<file path="config.mk">
export PLATFORM = sky130hd
export DESIGN_NAME = tslc_coherence_ctrl
export DESIGN_NICKNAME = d
export VERILOG_FILES = /design/src/rtl/tslc_pkg.sv /design/src/rtl/tslc_l1_tags.sv /design/src/rtl/tslc_l2_bank.sv /design/src/rtl/tslc_fence.sv /design/src/rtl/tslc_coherence_ctrl.sv
export SDC_FILE = /design/constraint.sdc
export NUM_CORES = 2
export LEC_CHECK = 0
export BUFFER_PORTS_ARGS = -buffer_cell sky130_fd_sc_hd__buf_4
export CAP_MARGIN = 15
export CORE_MARGIN = 2
export CORE_UTILIZATION = 55
export DETAILED_ROUTE_END_ITERATION = 8
export PLACE_DENSITY = 0.71
export SYNTH_ARGS = -nofsm -noshare
export SYNTH_HDL_FRONTEND = slang
export SYNTH_HIERARCHICAL = 1
export SYNTH_SLANG_ARGS = --single-unit
export TNS_END_PERCENT = 5
</file>
<file path="constraint.sdc">
create_clock -name clk -period 8.16 [get_ports clk]
set_input_delay 1.632 -clock clk [delete_from_list [all_inputs] [get_ports clk]]
set_output_delay 1.632 -clock clk [all_outputs]
set_load 0.02 [all_outputs]
</file>
<file path="src/rtl/tslc_pkg.sv">
package tslc_pkg;

  // Request kind decoded from the request port
  typedef enum logic [1:0] {
    OP_IDLE  = 2'd0,
    OP_LOAD  = 2'd1,
    OP_STORE = 2'd2
  } tslc_op_e;

  localparam int TSLC_TS_W_DEF    = 16;
  localparam int TSLC_ADDR_W_DEF  = 6;
  localparam int TSLC_SETS_DEF    = 4;
  localparam int TSLC_CORES_DEF   = 2;

endpackage

</file>
<file path="src/rtl/tslc_l1_tags.sv">
module tslc_l1_tags
  import tslc_pkg::*;
#(
  parameter int ADDR_W = TSLC_ADDR_W_DEF,
  parameter int SETS   = TSLC_SETS_DEF,
  parameter int TS_W   = TSLC_TS_W_DEF
) (
  input  logic              clk,
  input  logic              rst_n,
  input  logic              sel_i,
  input  tslc_op_e          op_i,
  input  logic [ADDR_W-1:0] addr_i,
  input  logic [TS_W-1:0]   gtime_i,
  input  logic [TS_W-1:0]   grant_i,
  output logic              hit_o
);

  localparam int IDX_W = $clog2(SETS);
  localparam int TAG_W = ADDR_W - IDX_W;

  logic             used_q  [SETS];
  logic [TAG_W-1:0] tag_q   [SETS];
  logic [TS_W-1:0]  lease_q [SETS];

  logic             used_d;
  logic [TAG_W-1:0] tag_d;
  logic [TS_W-1:0]  lease_d;
  logic             wr_en;

  logic [IDX_W-1:0] idx;
  logic [TAG_W-1:0] tag;
  logic             tag_match;

  assign idx       = addr_i[IDX_W-1:0];
  assign tag       = addr_i[ADDR_W-1:IDX_W];
  assign tag_match = used_q[idx] && (tag_q[idx] == tag);
  assign hit_o     = tag_match && (lease_q[idx] > gtime_i);

  // Next state for the addressed set
  always_comb begin
    wr_en   = 1'b0;
    used_d  = used_q[idx];
    tag_d   = tag_q[idx];
    lease_d = lease_q[idx];
    if (sel_i && op_i == OP_LOAD && !hit_o) begin
      wr_en   = 1'b1;
      used_d  = 1'b1;
      tag_d   = tag;
      lease_d = grant_i;
    end else if (sel_i && op_i == OP_STORE && tag_match) begin
      wr_en   = 1'b1;
      used_d  = 1'b0;
    end
  end

  always_ff @(posedge clk or negedge rst_n) begin
    if (!rst_n) begin
      for (int s = 0; s < SETS; s++) begin
        used_q[s]  <= 1'b0;
        tag_q[s]   <= '0;
        lease_q[s] <= '0;
      end
    end else if (wr_en) begin
      used_q[idx]  <= used_d;
      tag_q[idx]   <= tag_d;
      lease_q[idx] <= lease_d;
    end
  end

  // a store that matched leaves the set unusable in the next cycle
  store_clears_chk: assert property (@(posedge clk) disable iff (!rst_n)
    sel_i && op_i == OP_STORE && tag_match |=> !used_q[$past(idx)]);

endmodule

</file>
<file path="src/rtl/tslc_l2_bank.sv">
module tslc_l2_bank
  import tslc_pkg::*;
#(
  parameter int ADDR_W = TSLC_ADDR_W_DEF,
  parameter int TS_W   = TSLC_TS_W_DEF
) (
  input  logic              clk,
  input  logic              rst_n,
  input  logic              req_i,
  input  tslc_op_e          op_i,
  input  logic [ADDR_W-1:0] addr_i,
  input  logic [TS_W-1:0]   grant_i,
  output logic [TS_W-1:0]   resp_ts_o
);

  localparam int LINES = 1 << ADDR_W;

  logic [TS_W-1:0] ts_q [LINES];
  logic [TS_W-1:0] cur_ts;
  logic [TS_W-1:0] merged_ts;
  logic            wr_en;

  assign cur_ts    = ts_q[addr_i];
  assign merged_ts = (cur_ts > grant_i) ? cur_ts : grant_i;

  always_comb begin
    resp_ts_o = cur_ts;
    wr_en     = 1'b0;
    if (req_i && op_i == OP_LOAD) begin
      resp_ts_o = merged_ts;
      wr_en     = (merged_ts != cur_ts);
    end
  end

  always_ff @(posedge clk or negedge rst_n) begin
    if (!rst_n) begin
      for (int l = 0; l < LINES; l++) ts_q[l] <= '0;
    end else if (wr_en) begin
      ts_q[addr_i] <= merged_ts;
    end
  end


  store_keeps_ts_chk: assert property (@(posedge clk) disable iff (!rst_n)
    req_i && op_i == OP_STORE |=> ts_q[$past(addr_i)] == $past(cur_ts));


  lease_never_shrinks_chk: assert property (@(posedge clk) disable iff (!rst_n)
    req_i && op_i == OP_LOAD |=> ts_q[$past(addr_i)] >= $past(cur_ts));

endmodule

</file>
<file path="src/rtl/tslc_fence.sv">
module tslc_fence
  import tslc_pkg::*;
#(
  parameter int TS_W = TSLC_TS_W_DEF
) (
  input  logic            clk,
  input  logic            rst_n,
  input  logic            store_i,
  input  logic [TS_W-1:0] ts_i,
  output logic [TS_W-1:0] wait_until_o
);

  logic [TS_W-1:0] wait_q;
  logic            en;

  assign en           = store_i && (ts_i > wait_q);
  assign wait_until_o = wait_q;

  always_ff @(posedge clk or negedge rst_n) begin
    if (!rst_n)  wait_q <= '0;
    else if (en) wait_q <= ts_i;
  end


  fence_covers_store_chk: assert property (@(posedge clk) disable iff (!rst_n)
    store_i |=> wait_until_o >= $past(ts_i));

endmodule

</file>
<file path="src/rtl/tslc_coherence_ctrl.sv">
module tslc_coherence_ctrl
  import tslc_pkg::*;
#(
  parameter int NUM_CORES = TSLC_CORES_DEF,
  parameter int ADDR_W    = TSLC_ADDR_W_DEF,
  parameter int L1_SETS   = TSLC_SETS_DEF,
  parameter int TS_W      = TSLC_TS_W_DEF,
  parameter int CORE_W    = (NUM_CORES > 1) ? $clog2(NUM_CORES) : 1
) (
  input  logic              clk,
  input  logic              rst_n,
  input  logic [TS_W-1:0]   global_time,
  input  logic [TS_W-1:0]   lease_len,
  input  logic              l1_req_valid,
  input  logic [CORE_W-1:0] l1_req_core,
  input  logic [ADDR_W-1:0] l1_req_addr,
  input  logic              l1_req_is_store,
  output logic              l1_hit,
  output logic              l2_resp_valid,
  output logic [TS_W-1:0]   l2_resp_timestamp,
  output logic [TS_W-1:0]   fence_wait_until
);

  tslc_op_e        req_op;
  logic [TS_W-1:0] grant_ts;
  logic [NUM_CORES-1:0] core_sel;
  logic [NUM_CORES-1:0] core_hit;
  logic            sel_hit;
  logic            load_hit;
  logic            l2_req;
  logic [TS_W-1:0] l2_ts;

  logic            hit_d, hit_q;
  logic            resp_v_d, resp_v_q;
  logic [TS_W-1:0] resp_ts_d, resp_ts_q;
  logic            resp_store_d, resp_store_q;
  logic            out_en;

  assign req_op   = !l1_req_valid ? OP_IDLE : (l1_req_is_store ? OP_STORE : OP_LOAD);
  assign grant_ts = global_time + lease_len;

  for (genvar c = 0; c < NUM_CORES; c++) begin : g_core
    assign core_sel[c] = l1_req_valid && (l1_req_core == CORE_W'(c));
    tslc_l1_tags #(
      .ADDR_W (ADDR_W),
      .SETS   (L1_SETS),
      .TS_W   (TS_W)
    ) i_l1 (
      .clk     (clk),
      .rst_n   (rst_n),
      .sel_i   (core_sel[c]),
      .op_i    (req_op),
      .addr_i  (l1_req_addr),
      .gtime_i (global_time),
      .grant_i (grant_ts),
      .hit_o   (core_hit[c])
    );
  end

  assign sel_hit  = |(core_sel & core_hit);
  assign load_hit = (req_op == OP_LOAD) && sel_hit;
  assign l2_req   = (req_op == OP_STORE) || ((req_op == OP_LOAD) && !sel_hit);

  tslc_l2_bank #(
    .ADDR_W (ADDR_W),
    .TS_W   (TS_W)
  ) i_l2 (
    .clk       (clk),
    .rst_n     (rst_n),
    .req_i     (l2_req),
    .op_i      (req_op),
    .addr_i    (l1_req_addr),
    .grant_i   (grant_ts),
    .resp_ts_o (l2_ts)
  );

  tslc_fence #(
    .TS_W (TS_W)
  ) i_fence (
    .clk          (clk),
    .rst_n        (rst_n),
    .store_i      (req_op == OP_STORE),
    .ts_i         (l2_ts),
    .wait_until_o (fence_wait_until)
  );

  // Output next state
  always_comb begin
    hit_d        = load_hit;
    resp_v_d     = l2_req;
    resp_store_d = (req_op == OP_STORE);
    resp_ts_d    = l2_req ? l2_ts : resp_ts_q;
    out_en       = l1_req_valid || hit_q || resp_v_q;
  end

  always_ff @(posedge clk or negedge rst_n) begin
    if (!rst_n) begin
      hit_q        <= 1'b0;
      resp_v_q     <= 1'b0;
      resp_store_q <= 1'b0;
      resp_ts_q    <= '0;
    end else if (out_en) begin
      hit_q        <= hit_d;
      resp_v_q     <= resp_v_d;
      resp_store_q <= resp_store_d;
      resp_ts_q    <= resp_ts_d;
    end
  end

  assign l1_hit            = hit_q;
  assign l2_resp_valid     = resp_v_q;
  assign l2_resp_timestamp = resp_ts_q;


  resp_needs_req_chk: assert property (@(posedge clk) disable iff (!rst_n)
    l2_resp_valid |-> $past(l1_req_valid));


  hit_needs_load_chk: assert property (@(posedge clk) disable iff (!rst_n)
    l1_hit |-> $past(l1_req_valid && !l1_req_is_store));


  grant_floor_chk: assert property (@(posedge clk) disable iff (!rst_n)
    l2_resp_valid && !resp_store_q |-> l2_resp_timestamp >= $past(global_time + lease_len));


  fence_after_store_chk: assert property (@(posedge clk) disable iff (!rst_n)
    l2_resp_valid && resp_store_q |-> fence_wait_until >= l2_resp_timestamp);

endmodule

</file>
# Word-level counts from Yosys, hierarchy flattened
# Index checks and enable logic that the tools add are counted.
[word_totals]
latch_bits = 0
ram_bits = 0
n_memories = 0
register_bits = 1226
in_bits = 43
output_inout_bits = 34
elab_cells = 191
rom_bits = 0
[classes]
n_addsub = 1
n_reduce_logical = 28
n_eq_ne = 5
bitwise_logic = 4
multipliers = 0
shift = 0
div = 0
muxes = 53
order_cmp = 8
[op_table]
columns = ["operator", "n"]
rows = [
  ["1024-bit bitwise mux", 1],
  ["16-bit 2-to-1 mux", 12],
  ["64-bit bitwise mux", 2],
  ["16-bit binary-select mux with 6-bit select", 1],
  ["16-bit demux with 6-bit select", 1],
  ["16-bit binary-select mux with 2-bit select", 2],
  ["16-bit > comparator", 4],
  ["16-bit bitwise mux", 2],
  ["16-bit demux with 2-bit select", 1],
  ["4-bit 2-to-1 mux", 7],
  ["1-bit logical AND", 20],
  ["16-bit adder", 1],
  ["4-bit binary-select mux with 2-bit select", 2],
  ["16-bit != test", 1],
  ["1-bit 2-to-1 mux", 14],
  ["4-bit bitwise mux", 2],
  ["4-bit demux with 2-bit select", 1],
  ["4-bit == test", 2],
  ["7-bit >= comparator (second input constant)", 1],
  ["7-bit by 1-bit < comparator with 1-bit output (second input constant)", 1],
  ["6-bit NOT with 7-bit output", 1],
  ["1-bit binary-select mux with 2-bit select", 2],
  ["2-bit 2-to-1 mux", 2],
  ["3-bit >= comparator (second input constant)", 1],
  ["11 further kinds", 15],
]

# Depth between registers and ports, before layout
[depth]
word_depth = 16
mapped_depth = 31
depth_no_buf = 23

# By module
# Netlist, hierarchy kept.
[modules_own_cells]
columns = ["module", "n_inst", "cells_per_inst", "seq_area_each_um2", "area_per_inst_um2"]
rows = [
  ["tslc_l2_bank", 1, 3511, 25624.6, 52675.5],
  ["tslc_l1_tags", 2, 391, 2102.0, 4633.2],
  ["tslc_coherence_ctrl", 1, 186, 450.4, 1512.7],
  ["tslc_fence", 1, 91, 400.4, 1084.8],
]

# Worst setup path after synthesis
# No wires, ideal clock.
[synth_path]
path_type = "input-to-reg"
startpoint = "in l1_req_addr[1]"
endpoint = "reg i_fence.wait_q[0], in the netlist i_fence/wait_until_o[0]"
stages = 25
setup_ps = 125
setup_slack_ps = 198
path_buffers = 8
required_ps = 8035
t_arrival_ps = 7837
path_cell_list = "clkbuf_1 -> buf_1 -> buf_1 -> mux4_2 -> ha_1 -> nand4_1 -> nor2_1 -> o2bb2ai_1 -> a211oi_1 -> nor2_1 -> mux2i_1 -> o21ai_2 -> inv_2 -> clkbuf_1 -> and4b_1 -> clkbuf_1 -> buf_1 -> clkbuf_1 -> a21oi_1 -> ha_1 -> nand4_4 -> a2111o_1 -> a31oi_4 -> buf_12 -> mux2_4"
[synth_between]
elab_chain_len = 16
word_cells_on_any_way = 42
classes_between = "4 x order compare; 2 x eq/ne; 23 x mux; 3 x bitwise; 10 x reduce/logical"
[synth_lines]
columns = ["item", "line_no", "rtl"]
rows = [
  ["start: declaration", "tslc_coherence_ctrl.sv:16", "input logic [ADDR_W-1:0] l1_req_addr,"],
  ["2-bit NOT with 3-bit output (not written as such) (*)", "tslc_l1_tags.sv:36, tslc_l1_tags.sv:37", ""],
  ["parallel branches: the longest is 5 deep, another holds 16-bit > comparator", "n/a", ""],
  ["1-bit logical AND (*)", "tslc_l1_tags.sv:37", "assign hit_o = tag_match && (lease_q[idx] > gtime_i);"],
  ["via core_hit[1]", "tslc_coherence_ctrl.sv:27", "logic [NUM_CORES-1:0] core_hit;"],
  ["2-bit bitwise AND (*)", "tslc_coherence_ctrl.sv:60", "assign sel_hit = |(core_sel & core_hit);"],
  ["2-bit OR reduction (*)", "tslc_coherence_ctrl.sv:60", ""],
  ["1-bit logical NOT (*)", "tslc_coherence_ctrl.sv:62", "assign l2_req = (req_op == OP_STORE) || ((req_op == OP_LOAD) && !sel_hit);"],
  ["1-bit logical AND (*)", "tslc_coherence_ctrl.sv:62", ""],
  ["1-bit logical OR (*)", "tslc_coherence_ctrl.sv:62", ""],
  ["via l2_req", "tslc_coherence_ctrl.sv:30", "logic l2_req;"],
  ["1-bit logical AND (*)", "tslc_l2_bank.sv:29", "if (req_i && op_i == OP_LOAD) begin"],
  ["16-bit 2-to-1 mux (*)", "tslc_l2_bank.sv:29", ""],
  ["via l2_ts[15]", "tslc_coherence_ctrl.sv:31", "logic [TS_W-1:0] l2_ts;"],
  ["16-bit > comparator (*)", "tslc_fence.sv:16", "assign en = store_i && (ts_i > wait_q);"],
  ["1-bit logical AND (*)", "tslc_fence.sv:16", ""],
  ["end signal: assignment", "tslc_fence.sv:21", "else if (en) wait_q <= ts_i;"],
  ["end: declaration", "tslc_fence.sv:13", "logic [TS_W-1:0] wait_q;"],
]
# Mark *: on every way through the listed nets, which the timed path passes. The select of a mux whose other input is x is not followed.
# A chain may end at the register's enable or synchronous reset.

# Worst setup path after layout
[layout_path]
startpoint = "in l1_req_addr[0]"
endpoint = "reg i_fence.wait_q[6], in the netlist i_fence/wait_until_o[6]"
[layout_between]
elab_chain_len = 16
word_cells_on_any_way = 42
classes_between = "4 x order compare; 2 x eq/ne; 23 x mux; 3 x bitwise; 10 x reduce/logical"
[layout_lines]
columns = ["item", "line_no"]
rows = [
  ["parallel branches: the longest is 13 deep, another holds 16-bit > comparator", "n/a"],
  ["16-bit 2-to-1 mux (*)", "tslc_l2_bank.sv:29"],
  ["via l2_ts[10]", "tslc_coherence_ctrl.sv:31"],
  ["16-bit > comparator (*)", "tslc_fence.sv:16"],
  ["1-bit logical AND (*)", "tslc_fence.sv:16"],
]
# Marks and branches as above.

==> key figures <==
Outcome
  – Status: finished clean

Clocking
  – PostCTS Resize Cnt: 0
  – CTS Root Cell: clkbuf_16
  – CTS tree: built
  – Setup Fix Bufs, Post-CTS: 0
  – Reg clk slew, reported paths: 0.06 ns
  – CTS hold repair buffers: 0
  – Clk sinks: 1226
  – Max clock buf depth: 3
  – H-tree levels: 4
  – Num CTS Buffers: 136
  – Worst-Skew Late Latency: 0.77 ns

Logic synthesis
  – Yosys warns: 6
  – Post-synth ARST share: 100%
  – Synth Area in Compound Gates: 8.88%
  – Post-synth top area cell: dfrtp_1
  – Top cell type's share of synthesized area: 47.5%
  – Register area share after synthesis: 47.5%
  – Mapped Area: 64500 um2
  – Syn Area/Cell: 14.1 um2
  – Simple-gate share of the synthesized area: 3.14%
  – Post-synth EDFFs: 0
  – Post-synth net total: 4693
  – #FFs+latches synth: 1226
  – Synth Area in Adders: 1.56%
  – Most numerous cell in the Yosys netlist: dfrtp_1
  – Mapped Cells: 4570
  – Mux cell area share after synthesis: 32.2%
  – Post-Synth XOR/XNOR Area: 0.502%
  – Yosys cell types: 98
  – Post-synth top cells: dfrtp_1, mux2_4, mux2_2, mux2i_1, inv_1
  – Synth area leaders: dfrtp_1, mux2_4, mux2_2
  – Main synth FF type: dfrtp_1
  – Main combinational cell family by area after synthesis: multiplexers

Global route
  – Global route total overflow: 0
  – GR Util All Layers: 32.3%
  – Largest net degree at the start of global routing: 186
  – Initial antenna violation count: 6
  – Vias in the first global route: 42.1k
  – First-pass GRT wire length: 290000 um

Timing
  – RSZ-0062 raised after global routing: no
  – Final Cycle Share: 91.6%
  – Fmax: 134 MHz
  – Tmin final: 7.48 ns
  – Hold Vio Cnt, Final: 0
  – Skew final: 0.0414 ns
  – Hold_ws: 0.475 ns
  – Final setup fails: 0
  – Measured slew at the worst slew-check pin: 1.12 ns
  – Rel. slew slack: 25.1%
  – Pins Over Slew Limit: 0
  – Final worst setup slack: 0.682 ns
  – Setup_tns: 0 ns

Placed design
  – RePlAce Congestion: 0.978
  – Placed cells: 6100
  – Number of port buffers: 76
  – Pre-CTS setup slack: 0.0913 ns
  – DP Wirelength: 123000 um
  – Placed inst area: 67700 um2

Critical path
  – Nature of the critical path startpoint: primary input
  – CP required: 8.79 ns
  – Reg-to-reg setup timing slack: 2.09 ns
  – Crit path arrival time: 8.11 ns
  – Critical path capture point type: flop
  – Worst Setup Path Type: in2reg
  – Worst-path fanout max: 45

Floorplanning
  – Initial Util: 55.5%
  – Die area: 120000 um2
  – Core ar.: 116000 um2
  – FP Rows: 125
  – Die Y: 347 um
  – Die W: 347 um
  – Ports: 77

Power and ir drop
  – Design Power: 15.5 mW
  – Pleak: 36.2 nW
  – VDD IR max: 206 uV
  – Power Density: 214 nW/um2

Final layout
  – NumNets Final: 4837
  – Final Util: 62.2%
  – Finished Cell Area: 72300 um2
  – Share of layout cells above drive strength 1: 40.4%
  – Layout overhead on the synthesized area: 12.1%
  – Post-route insts no fill: 6342

Min path
  – Class of the worst hold path: reg2reg

Route
  – Drt wl/cell: 30.6 um
  – DR pass1 iterations: 8
  – DR iter-0 viols: 4513
  – Via count: 41.2k
  – Vias per cell: 6.49
  – Final ANT Viol Nets: 0
  – Final wirelength: 194000 um
  – DRC: 0

Job
  – Max Cap Violations: 0
[registers in the layout (all words and copies together), names as in the netlist]
signal / flops
l2_resp_timestamp: 16
i_l2/ts_q: 1024
g_core.i_l1/used_q: 8
l1_hit: 1
i_fence/wait_until_o: 16
l2_resp_valid: 1
g_core.i_l1/tag_q: 32
g_core.i_l1/lease_q: 128
[layout by cell type, fill, tap and decap left out, types with 11 or more instances in the layout]
master / netlist / routed
a221oi_1: 64 / 64
nor2_1: 60 / 54
a31oi_1: 14 / 14
a22oi_1: 105 / 105
a211oi_1: 13 / 13
bufinv_16: 0 / 11
nand3_1: 29 / 29
mux4_2: 109 / 109
a221o_1: 15 / 15
inv_1: 247 / 246
clkbuf_16: 0 / 141
a22o_1: 28 / 28
nand2b_1: 18 / 18
mux2i_1: 386 / 386
o2111ai_4: 60 / 60
o221ai_1: 15 / 15
o22ai_1: 52 / 52
clkbuf_1: 149 / 21
o21ai_0: 65 / 65
and3_1: 12 / 12
mux2_4: 607 / 607
nand4_1: 22 / 22
ha_1: 79 / 78
clkinv_2: 0 / 23
nand2_1: 140 / 140
a21oi_1: 89 / 89
o2bb2ai_1: 14 / 14
clkbuf_8: 0 / 30
dfrtp_1: 1226 / 1226
nor3_1: 14 / 12
buf_4: 39 / 306
buf_12: 67 / 86
mux2_2: 471 / 471
xnor2_1: 27 / 21
[layout make-up]
| class | instances | area, um2 |
|---|---|---|
| multi-input combinational | 2706 | 30100 |
| fill | 8677 | 44000 |
| clock buffer | 192 | 4020 |
| tap | 1524 | 1910 |
| clock inverter | 48 | 589 |
| inverter | 249 | 935 |
| antenna | 2 | 5.00 |
| sequential | 1226 | 30700 |
| timing repair buffer | 395 | 4060 |
[logic make-up after synthesis]
group,Yosys count
AOI/OAI and AO/OA,626
xor gates and xnor gates,37
adders and majority gates,80
buffers and inverters,638
DFF,1226
muxes,1577
and+or+nand+nor,386
[critical path: stages]
cell and delay (ns):
buf_8 0.45, buf_4 0.33, mux2i_1 0.37, o22ai_1 0.13, a211oi_1 0.54, buf_4 0.22
o211ai_1 0.09, or4b_4 0.60, ha_1 0.33, a21oi_1 0.12, o21ai_0 0.09, a221oi_1 0.31
nor2_1 0.10, a21oi_1 0.19, buf_4 0.16, and4b_4 0.46, mux2i_1 0.38, ha_1 0.21
nand4_1 0.17, a2111o_1 0.42, a31oi_4 0.17, buf_12 0.19, mux2_2 0.35
[power by group]
| part | leakage [nW] | internal (mW) | switching (mW) |
|---|---|---|---|
| Clock | 2.28 | 3.78 | 2.57 |
| Combinational | 17.8 | 0.912 | 1.57 |
| Sequential | 16.1 | 6.43 | 0.214 |
[routing by layer]
metal	track usage, %	wire, um
met4	14.6	9960
met2	48.1	85500
met3	7.36	16900
met5	0	8
met1	45.4	81900
[worst paths after layout]
check / start / depth (start not counted) / endpoint
setup reg to reg: i_l2/ts_q[931] / 19 / i_fence/wait_until_o[6]
hold reg to reg: l2_resp_timestamp[2] / 2 / l2_resp_timestamp[2]
hold / removal: l2_resp_timestamp[2] / 2 / l2_resp_timestamp[2]
max in group asynchronous: rst_n / 3 / i_l2/ts_q[473]
min in group asynchronous: rst_n / 1 / i_l2/ts_q[212]
setup / recovery: l1_req_addr[0] / 23 / i_fence/wait_until_o[6]
(Power assumes the default switching activity.)
